`src/rtl/mcd_pkg.sv`:
```
package mcd_pkg;

    typedef enum logic [1:0] {
        FRM_NONE = 2'b00,
        FRM_ONE  = 2'b01,
        FRM_DYN  = 2'b10,
        FRM_FIX  = 2'b11
    } frm_e;

    typedef enum logic [2:0] {
        ST_INIT,
        ST_HDR,
        ST_RUN,
        ST_DROP,
        ST_STAT,
        ST_DONE
    } st_e;

    localparam int ERR_EARLY  = 0;
    localparam int ERR_OVF    = 1;
    localparam int ERR_UNK    = 2;
    localparam int ERR_W      = 3;
    localparam int STAT_WORDS = 4;

endpackage

```
`src/rtl/mcd_cmd_table.sv`:
```
module mcd_cmd_table #(
    parameter int DEPTH  = 16,
    parameter int ADDR_W = 32,
    parameter int CNT_W  = 16,
    localparam int IDX_W = $clog2(DEPTH)
) (
    input  logic              clk,
    input  logic              rst_n,
    input  logic              we,
    input  logic [IDX_W-1:0]  widx,
    input  logic [ADDR_W-1:0] wbase,
    input  logic [CNT_W-1:0]  wmax,
    input  logic [IDX_W-1:0]  wnext,
    input  logic [IDX_W-1:0]  wbranch,
    input  logic              wsync,
    input  logic              wlast,
    input  logic [IDX_W-1:0]  ridx,
    output logic [ADDR_W-1:0] rbase,
    output logic [CNT_W-1:0]  rmax,
    output logic [IDX_W-1:0]  rnext,
    output logic [IDX_W-1:0]  rbranch,
    output logic              rsync,
    output logic              rlast
);
    logic [ADDR_W-1:0] base_q   [DEPTH];
    logic [CNT_W-1:0]  max_q    [DEPTH];
    logic [IDX_W-1:0]  next_q   [DEPTH];
    logic [IDX_W-1:0]  branch_q [DEPTH];
    logic              sync_q   [DEPTH];
    logic              last_q   [DEPTH];

    for (genvar i = 0; i < DEPTH; i++) begin : g_ent
        always_ff @(posedge clk or negedge rst_n) begin
            if (!rst_n) begin
                base_q[i]   <= '0;
                max_q[i]    <= '0;
                next_q[i]   <= '0;
                branch_q[i] <= '0;
                sync_q[i]   <= 1'b0;
                last_q[i]   <= 1'b1;
            end else if (we && widx == IDX_W'(i)) begin
                base_q[i]   <= wbase;
                max_q[i]    <= wmax;
                next_q[i]   <= wnext;
                branch_q[i] <= wbranch;
                sync_q[i]   <= wsync;
                last_q[i]   <= wlast;
            end
        end
    end

    assign rbase   = base_q[ridx];
    assign rmax    = max_q[ridx];
    assign rnext   = next_q[ridx];
    assign rbranch = branch_q[ridx];
    assign rsync   = sync_q[ridx];
    assign rlast   = last_q[ridx];
endmodule

```
`src/rtl/mcd_mode_lut.sv`:
```
module mcd_mode_lut #(
    parameter int MODES = 8,
    parameter int DEPTH = 16,
    localparam int CODE_W = $clog2(MODES),
    localparam int IDX_W  = $clog2(DEPTH)
) (
    input  logic              clk,
    input  logic              rst_n,
    input  logic              we,
    input  logic [CODE_W-1:0] wcode,
    input  logic [IDX_W-1:0]  wstart,
    input  logic              wok,
    input  logic [CODE_W-1:0] code,
    output logic [IDX_W-1:0]  start,
    output logic              ok
);
    logic [IDX_W-1:0] start_q [MODES];
    logic             ok_q    [MODES];

    for (genvar m = 0; m < MODES; m++) begin : g_map
        always_ff @(posedge clk or negedge rst_n) begin
            if (!rst_n) begin
                start_q[m] <= '0;
                ok_q[m]    <= 1'b0;
            end else if (we && wcode == CODE_W'(m)) begin
                start_q[m] <= wstart;
                ok_q[m]    <= wok;
            end
        end
    end

    assign start = start_q[code];
    assign ok    = ok_q[code];
endmodule

```
`src/rtl/mcd_epoch_track.sv`:
```
module mcd_epoch_track
    import mcd_pkg::*;
#(
    parameter int CNT_W = 16
) (
    input  logic             clk,
    input  logic             rst_n,
    input  logic [1:0]       framing,
    input  logic [CNT_W-1:0] frame_len,
    input  logic             acc,
    input  logic             eoe,
    output logic             last
);
    logic [CNT_W-1:0] cnt_d, cnt_q;

    always_comb begin
        unique case (frm_e'(framing))
            FRM_NONE: last = 1'b0;
            FRM_FIX:  last = (cnt_q == frame_len - 1'b1);
            default:  last = eoe;
        endcase
        cnt_d = cnt_q;
        if (acc) cnt_d = last ? '0 : cnt_q + 1'b1;
    end

    always_ff @(posedge clk or negedge rst_n) begin
        if (!rst_n) cnt_q <= '0;
        else        cnt_q <= cnt_d;
    end
endmodule

```
`src/rtl/mode_chain_dma.sv`:
```
module mode_chain_dma
    import mcd_pkg::*;
#(
    parameter int DATA_W    = 32,
    parameter int ADDR_W    = 32,
    parameter int CNT_W     = 16,
    parameter int TBL_DEPTH = 16,
    parameter int MODES     = 8,
    localparam int IDX_W    = $clog2(TBL_DEPTH),
    localparam int CODE_W   = $clog2(MODES),
    localparam int WCNT_W   = CNT_W + IDX_W
) (
    input  logic              clk,
    input  logic              rst_n,
    input  logic [1:0]        cfg_framing,
    input  logic              cfg_hdr_en,
    input  logic [IDX_W-1:0]  cfg_dflt_start,
    input  logic [CNT_W-1:0]  cfg_frame_len,
    input  logic [ADDR_W-1:0] cfg_stat_addr,
    input  logic              cfg_irq_en,
    input  logic              tbl_we,
    input  logic [IDX_W-1:0]  tbl_idx,
    input  logic [ADDR_W-1:0] tbl_base,
    input  logic [CNT_W-1:0]  tbl_max,
    input  logic [IDX_W-1:0]  tbl_next,
    input  logic [IDX_W-1:0]  tbl_branch,
    input  logic              tbl_sync,
    input  logic              tbl_last,
    input  logic              map_we,
    input  logic [CODE_W-1:0] map_code,
    input  logic [IDX_W-1:0]  map_start,
    input  logic              map_ok,
    input  logic              in_valid,
    output logic              in_ready,
    input  logic [DATA_W-1:0] in_data,
    input  logic              in_eoe,
    output logic              wr_valid,
    input  logic              wr_ready,
    output logic [ADDR_W-1:0] wr_addr,
    output logic [DATA_W-1:0] wr_data,
    output logic              wr_is_stat,
    output logic              mbox_irq
);
    typedef struct packed {
        st_e               st;
        st_e               ret;
        logic [IDX_W-1:0]  cur;
        logic [CNT_W-1:0]  cnt;
        logic              ovf;
        logic [DATA_W-1:0] mode;
        logic [WCNT_W-1:0] words;
        logic [ERR_W-1:0]  err;
        logic [DATA_W-1:0] seq;
        logic [DATA_W-1:0] snap_mode;
        logic [WCNT_W-1:0] snap_words;
        logic [ERR_W-1:0]  snap_err;
        logic [DATA_W-1:0] snap_seq;
        logic [1:0]        sidx;
        logic              wr_valid;
        logic [ADDR_W-1:0] wr_addr;
        logic [DATA_W-1:0] wr_data;
        logic              wr_stat;
        logic              wr_slast;
        logic              irq;
    } state_t;

    state_t r_q, r_d;

    logic [ADDR_W-1:0] ent_base;
    logic [CNT_W-1:0]  ent_max;
    logic [IDX_W-1:0]  ent_next, ent_branch, lut_start;
    logic              ent_sync, ent_last, lut_ok;
    logic              last_w, acc, rdy, slot_free, hdr_eff, unframed, code_ok, full, ep_end;
    logic [CNT_W-1:0]  cnt_inc;
    st_e               after;

    mcd_cmd_table #(.DEPTH(TBL_DEPTH), .ADDR_W(ADDR_W), .CNT_W(CNT_W)) u_tbl (
        .clk(clk), .rst_n(rst_n), .we(tbl_we), .widx(tbl_idx), .wbase(tbl_base),
        .wmax(tbl_max), .wnext(tbl_next), .wbranch(tbl_branch), .wsync(tbl_sync),
        .wlast(tbl_last), .ridx(r_q.cur), .rbase(ent_base), .rmax(ent_max),
        .rnext(ent_next), .rbranch(ent_branch), .rsync(ent_sync), .rlast(ent_last)
    );

    mcd_mode_lut #(.MODES(MODES), .DEPTH(TBL_DEPTH)) u_lut (
        .clk(clk), .rst_n(rst_n), .we(map_we), .wcode(map_code), .wstart(map_start),
        .wok(map_ok), .code(in_data[CODE_W-1:0]), .start(lut_start), .ok(lut_ok)
    );

    mcd_epoch_track #(.CNT_W(CNT_W)) u_trk (
        .clk(clk), .rst_n(rst_n), .framing(cfg_framing), .frame_len(cfg_frame_len),
        .acc(acc), .eoe(in_eoe), .last(last_w)
    );

    assign unframed  = (frm_e'(cfg_framing) == FRM_NONE);
    assign hdr_eff   = cfg_hdr_en && !unframed;
    assign slot_free = !r_q.wr_valid || wr_ready;
    assign code_ok   = (in_data < DATA_W'(MODES)) && lut_ok;
    assign cnt_inc   = r_q.cnt + 1'b1;
    assign full      = (cnt_inc >= ent_max);
    assign acc       = in_valid && rdy;

    always_comb begin
        unique case (r_q.st)
            ST_HDR, ST_DROP, ST_DONE: rdy = 1'b1;
            ST_RUN:                   rdy = slot_free;
            default:                  rdy = 1'b0;
        endcase
        if (frm_e'(cfg_framing) == FRM_ONE) after = ST_DONE;
        else if (hdr_eff)                   after = ST_HDR;
        else                                after = ST_RUN;
    end

    always_comb begin
        r_d    = r_q;
        r_d.irq = 1'b0;
        ep_end = 1'b0;
        if (r_q.wr_valid && wr_ready) begin
            r_d.wr_valid = 1'b0;
            r_d.irq      = r_q.wr_slast && cfg_irq_en;
        end
        unique case (r_q.st)
            ST_INIT: begin
                r_d.st   = hdr_eff ? ST_HDR : ST_RUN;
                r_d.cur  = cfg_dflt_start;
                r_d.mode = '0;
            end
            ST_HDR: if (acc) begin
                r_d.mode  = in_data;
                r_d.words = '0;
                r_d.err   = '0;
                r_d.cnt   = '0;
                r_d.ovf   = 1'b0;
                if (code_ok) begin
                    r_d.cur = lut_start;
                    if (last_w) begin
                        r_d.seq = r_q.seq + 1'b1;
                        r_d.st  = after;
                    end else begin
                        r_d.st = ST_RUN;
                    end
                end else begin
                    r_d.err[ERR_UNK] = 1'b1;
                    if (last_w) begin
                        r_d.snap_mode  = in_data;
                        r_d.snap_words = '0;
                        r_d.snap_err   = r_d.err;
                        r_d.snap_seq   = r_q.seq;
                        r_d.seq        = r_q.seq + 1'b1;
                        r_d.err        = '0;
                        r_d.st         = ST_STAT;
                        r_d.ret        = after;
                    end else begin
                        r_d.st = ST_DROP;
                    end
                end
            end
            ST_RUN: if (acc) begin
                if (r_q.ovf) begin
                    r_d.err[ERR_OVF] = 1'b1;
                    ep_end = last_w;
                end else begin
                    r_d.wr_valid = 1'b1;
                    r_d.wr_addr  = ent_base + {{(ADDR_W-CNT_W){1'b0}}, r_q.cnt};
                    r_d.wr_data  = in_data;
                    r_d.wr_stat  = 1'b0;
                    r_d.wr_slast = 1'b0;
                    r_d.words    = r_q.words + 1'b1;
                    r_d.cnt      = cnt_inc;
                    if (last_w) begin
                        if (!full) r_d.err[ERR_EARLY] = 1'b1;
                        ep_end = 1'b1;
                    end else if (full) begin
                        if (ent_last && !unframed) begin
                            r_d.ovf = 1'b1;
                        end else begin
                            r_d.cur = ent_last ? ent_branch : ent_next;
                            r_d.cnt = '0;
                            if (ent_sync) begin
                                r_d.snap_mode  = r_q.mode;
                                r_d.snap_words = r_d.words;
                                r_d.snap_err   = r_d.err;
                                r_d.snap_seq   = r_q.seq;
                                r_d.st         = ST_STAT;
                                r_d.ret        = ST_RUN;
                            end
                        end
                    end
                end
                if (ep_end) begin
                    r_d.seq = r_q.seq + 1'b1;
                    r_d.cnt = '0;
                    r_d.ovf = 1'b0;
                    if (!hdr_eff) r_d.cur = ent_branch;
                    if (ent_sync) begin
                        r_d.snap_mode  = r_q.mode;
                        r_d.snap_words = r_d.words;
                        r_d.snap_err   = r_d.err;
                        r_d.snap_seq   = r_q.seq;
                        r_d.st         = ST_STAT;
                        r_d.ret        = after;
                    end else begin
                        r_d.st = after;
                    end
                    r_d.words = '0;
                    r_d.err   = '0;
                end
            end
            ST_DROP: if (acc && last_w) begin
                r_d.snap_mode  = r_q.mode;
                r_d.snap_words = '0;
                r_d.snap_err   = r_q.err;
                r_d.snap_seq   = r_q.seq;
                r_d.seq        = r_q.seq + 1'b1;
                r_d.err        = '0;
                r_d.st         = ST_STAT;
                r_d.ret        = after;
            end
            ST_STAT: if (slot_free) begin
                r_d.wr_valid = 1'b1;
                r_d.wr_addr  = cfg_stat_addr + {{(ADDR_W-2){1'b0}}, r_q.sidx};
                r_d.wr_stat  = 1'b1;
                r_d.wr_slast = (r_q.sidx == 2'd3);
                unique case (r_q.sidx)
                    2'd0:    r_d.wr_data = r_q.snap_mode;
                    2'd1:    r_d.wr_data = {{(DATA_W-WCNT_W){1'b0}}, r_q.snap_words};
                    2'd2:    r_d.wr_data = {{(DATA_W-ERR_W){1'b0}}, r_q.snap_err};
                    default: r_d.wr_data = r_q.snap_seq;
                endcase
                r_d.sidx = r_q.sidx + 1'b1;
                if (r_q.sidx == 2'd3) r_d.st = r_q.ret;
            end
            ST_DONE: ;
            default: r_d.st = ST_INIT;
        endcase
    end

    always_ff @(posedge clk or negedge rst_n) begin
        if (!rst_n) begin
            r_q     <= '0;
            r_q.st  <= ST_INIT;
            r_q.ret <= ST_INIT;
        end else begin
            r_q <= r_d;
        end
    end

    assign in_ready   = rdy;
    assign wr_valid   = r_q.wr_valid;
    assign wr_addr    = r_q.wr_addr;
    assign wr_data    = r_q.wr_data;
    assign wr_is_stat = r_q.wr_stat;
    assign mbox_irq   = r_q.irq;
endmodule

```
`config.mk`:
```
export PLATFORM = sky130hd
export DESIGN_NAME = mode_chain_dma
export DESIGN_NICKNAME = d
export VERILOG_FILES = /design/src/rtl/mcd_pkg.sv /design/src/rtl/mcd_cmd_table.sv /design/src/rtl/mcd_mode_lut.sv /design/src/rtl/mcd_epoch_track.sv /design/src/rtl/mode_chain_dma.sv
export SDC_FILE = /design/constraint.sdc
export NUM_CORES = 2
export LEC_CHECK = 0
export BUFFER_PORTS_ARGS = -buffer_cell sky130_fd_sc_hd__buf_2
export CORE_UTILIZATION = 55
export CTS_CLUSTER_SIZE = 16
export DETAILED_ROUTE_END_ITERATION = 10
export PLACE_DENSITY = 0.78
export SYNTH_ARGS = -nofsm -noshare
export SYNTH_HDL_FRONTEND = slang
export SYNTH_SLANG_ARGS = --single-unit
```
`constraint.sdc`:
```
create_clock -name clk -period 7 [get_ports clk]
set_input_delay 1.05 -clock clk [delete_from_list [all_inputs] [get_ports clk]]
set_output_delay 1.05 -clock clk [all_outputs]
set_load 0.01 [all_outputs]
```
==> out/metrics.cfg <==
[worst_setup_path]
r2r-end = r_q[116]
crit_type = reg2reg
crit_path_start_kind = flop
required_ps = 7620
worst-r2r-cell-count = 15
path_max_fanout = 72
reg2reg_slack_ps = 1420
critPathArrivalTime_ps = 6200
rr_startpoint = r_q[261]
crit_path_end_kind = flop

[clock_network]
clock_path_buffers = 3
clockRootBuffer = clkbuf_16
clock_sinks = 1255
numCtsBuffers = 132
h-tree-depth = 4
cts_tree = built
cts_setup_buffers = 0
ctsResizeCount = 0
hold_buffers = 0
insertion_delay_ps = 750
clkTransAtPathRegs_ps = 60

[sta]
hold_violations = 0
worst_slack_ps = 1420
clock.fmax_mhz = 179
clock_skew_ps = 29.1
rsz0062_at_grt = no
post-route-min-period_ps = 5580
tns_ps = 0
final-setup-viol-count = 0
finalCritPeriodShare = 0.798
tightest_slew_ps = 1220
drv_slew = 0
relSlewSlack = 0.178

[route]
vias = 38100
via_per_inst = 6.50
drcViolationCount = 0
wl_um = 155000
first_iter_violations = 3599
firstDrtPassIters = 9
detail-route-antenna-nets = 0
wl_per_cell_um = 26.5

[floorplanning]
num_io_pins = 233
rows = 120
start_util = 0.559
die_w_um = 333
die-area_um2 = 111000
core_region_area_um2 = 108000
dieHeight_um = 333

[grt]
grtUsageTotal = 0.286
antenna_found_initial = 24
grt_pass1_vias = 39200
grt_pass1_wl_um = 242000
grt_max_degree = 178
grt.overflow.total = 0

[layout]
final_cell_mix = 1235 x dfrtp_1, 1004 x mux2_2, 300 x mux4_2
final_common_cell = dfrtp_1
finalInstanceArea_um2 = 66400
n_fill_cell = 7785
utilization = 0.617
synthToLayoutAreaGrowth_pct = 10.4
layoutNonFillerInstCount = 5857
final_nets = 4557
layout-drive-gt1-share = 0.422

[placed_design]
place_inst = 5613
dp_hpwl_um = 94100
placedInstanceArea_um2 = 62000
routabilityCongestion = 0.910
pre_cts_slack_ps = 1460
portBuffers = 232

[synth]
synth_edf_count = 0
async_reset_ff_frac = 1.00
synth_cells = 4303
synth_top_area_frac = 0.516
synth_top_cells_by_area = dfrtp_1 52%, mux2_2 19%, mux4_2 11%
ys_seq_area_frac = 0.523
syn_avg_cell_area_um2 = 14.0
synthDistinctLibCells = 82
mappedNetlistNets = 4516
synth_area_leader_cell = dfrtp_1
yosysWarnings = 0
synthFlopType = dfrtp_1
synth-seq-cells = 1255
syn_area_um2 = 60100

[power_and_ir_drop]
ir_drop_uv = 279
leakagePower_nw = 28.5
p_per_area_nw_per_um2 = 382

[run_status]
status = finished, final reports clean

[run]
drv_cap = 0

[hold_path]
min_path_type = in2async

## critical path, stage by stage, from the launching register on
cell     delay (ps)
dfrtp_4        1050
buf_4           350
mux4_2          520
mux4_2          530
inv_1           130
ha_1            170
nand4_1         120
nor3_1          330
a21oi_1         120
o21ai_0         170
nor2_1          190
nor3_2          360
o21ai_4         160
a21o_4          510
buf_4           300
o32a_1          360
## sequential cells by signal (all words and copies together) (netlist names), 16 cells and up
name,count
r_q,204
u_lut.start_q,32
u_tbl.base_q,512
u_tbl.branch_q,64
u_tbl.last_q,16
u_tbl.max_q,256
u_tbl.next_q,64
u_tbl.sync_q,16
u_trk.cnt_q,16
wr_addr,32
wr_data,32
## kinds of logic (layout without fill, tap and decap cells)
| family | count (synthesis) | count (layout) | synth area share |
|---|---|---|---|
| AND/OR/NAND/NOR | 594 | 594 | 0.0491 |
| adder cells (fa/ha/maj) | 48 | 48 | 0.0102 |
| AO/OA/AOI/OAI | 508 | 508 | 0.0614 |
| other | 0 | 10 | 0 |
| XOR/XNOR | 132 | 132 | 0.0192 |
| multiplexers | 1316 | 1316 | 0.302 |
| buffers and inverters | 450 | 591 | 0.0350 |
| flip-flops | 1255 | 1255 | 0.523 |
## layout make-up
class | instances | area, um^2 | area share
multi-input cells | 2598 | 26700 | 0.403
inverters | 54 | 203 | 0.00305
clock inverters | 26 | 305 | 0.00460
flip-flops and latches | 1255 | 31400 | 0.473
repair buffers | 303 | 1830 | 0.0276
clock buffers | 208 | 4100 | 0.0617
diodes | 10 | 25.0 | 0.000377
well taps | 1403 | 1760 | 0.0264
## how the worst max path moves through the flow
stage / from / end / slack [ps] / depth (start not counted)
after global routing: r_q[261] / r_q[116] / 1010 / 15
after CTS: r_q[261] / r_q[116] / 1380 / 15
final: r_q[261] / r_q[116] / 1420 / 15
after global placement: r_q[261] / r_q[92] / 1540 / 14
after detailed placement: r_q[261] / r_q[116] / 1460 / 15
after floorplan: r_q[261] / wr_addr[24] / 1470 / 21
## metrics by stage
step           power (mW)  hold WS [ps]
2_1_floorplan        15.9           438
3_5_place_dp         18.3           461
5_1_grt              26.5           394
4_1_cts              25.4           363
6_report             25.4           300
3_3_place_gp         18.0           455
## cell usage after synthesis, types with 7 or more instances
| cell type | number |
|---|---|
| mux2i_1 | 12 |
| mux4_2 | 300 |
| o21ai_0 | 91 |
| or3_1 | 14 |
| mux2_2 | 1004 |
| a21oi_1 | 84 |
| nand4_1 | 27 |
| nand2_1 | 139 |
| nor2b_1 | 9 |
| a221o_1 | 30 |
| o21a_1 | 8 |
| a22oi_1 | 42 |
| xnor2_1 | 57 |
| nand2b_1 | 16 |
| xor2_1 | 75 |
| a31oi_1 | 9 |
| inv_1 | 54 |
| nand3b_1 | 7 |
| a22o_1 | 47 |
| o31ai_1 | 20 |
| o221ai_1 | 14 |
| ha_1 | 46 |
| and3_1 | 28 |
| a32oi_1 | 32 |
| buf_2 | 34 |
| and2_1 | 9 |
| nor3_1 | 52 |
| buf_6 | 10 |
| a211o_1 | 8 |
| nand4b_1 | 7 |
| a21o_1 | 15 |
| nand3_1 | 60 |
| clkbuf_1 | 194 |
| buf_4 | 80 |
| o22a_1 | 13 |
| buf_1 | 78 |
| dfstp_2 | 16 |
| nor4_1 | 24 |
| a211oi_1 | 12 |
| o2bb2ai_1 | 32 |
| dfrtp_1 | 1239 |
| nor2_1 | 163 |
## power by group
| part | total (mW) | leakage [nW] | internal (mW) | switching [mW] |
|---|---|---|---|---|
| registers | 10.3 | 15.7 | 8.98 | 1.33 |
| logic | 7.96 | 10.7 | 4.08 | 3.89 |
| clock network | 7.10 | 2.17 | 4.23 | 2.87 |
## per-layer routing
metal | GRT usage | wire length [um] | up-vias | part of all wire
li1 | - | - | 16100 | -
met1 | 0.395 | 64600 | 20100 | 0.42
met2 | 0.454 | 74500 | 1482 | 0.48
met3 | 0.0608 | 11300 | 295 | 0.073
met4 | 0.0913 | 4490 | 12 | 0.029
met5 | 0 | 80 | - | 0.00052
(Power assumes the default switching activity.)
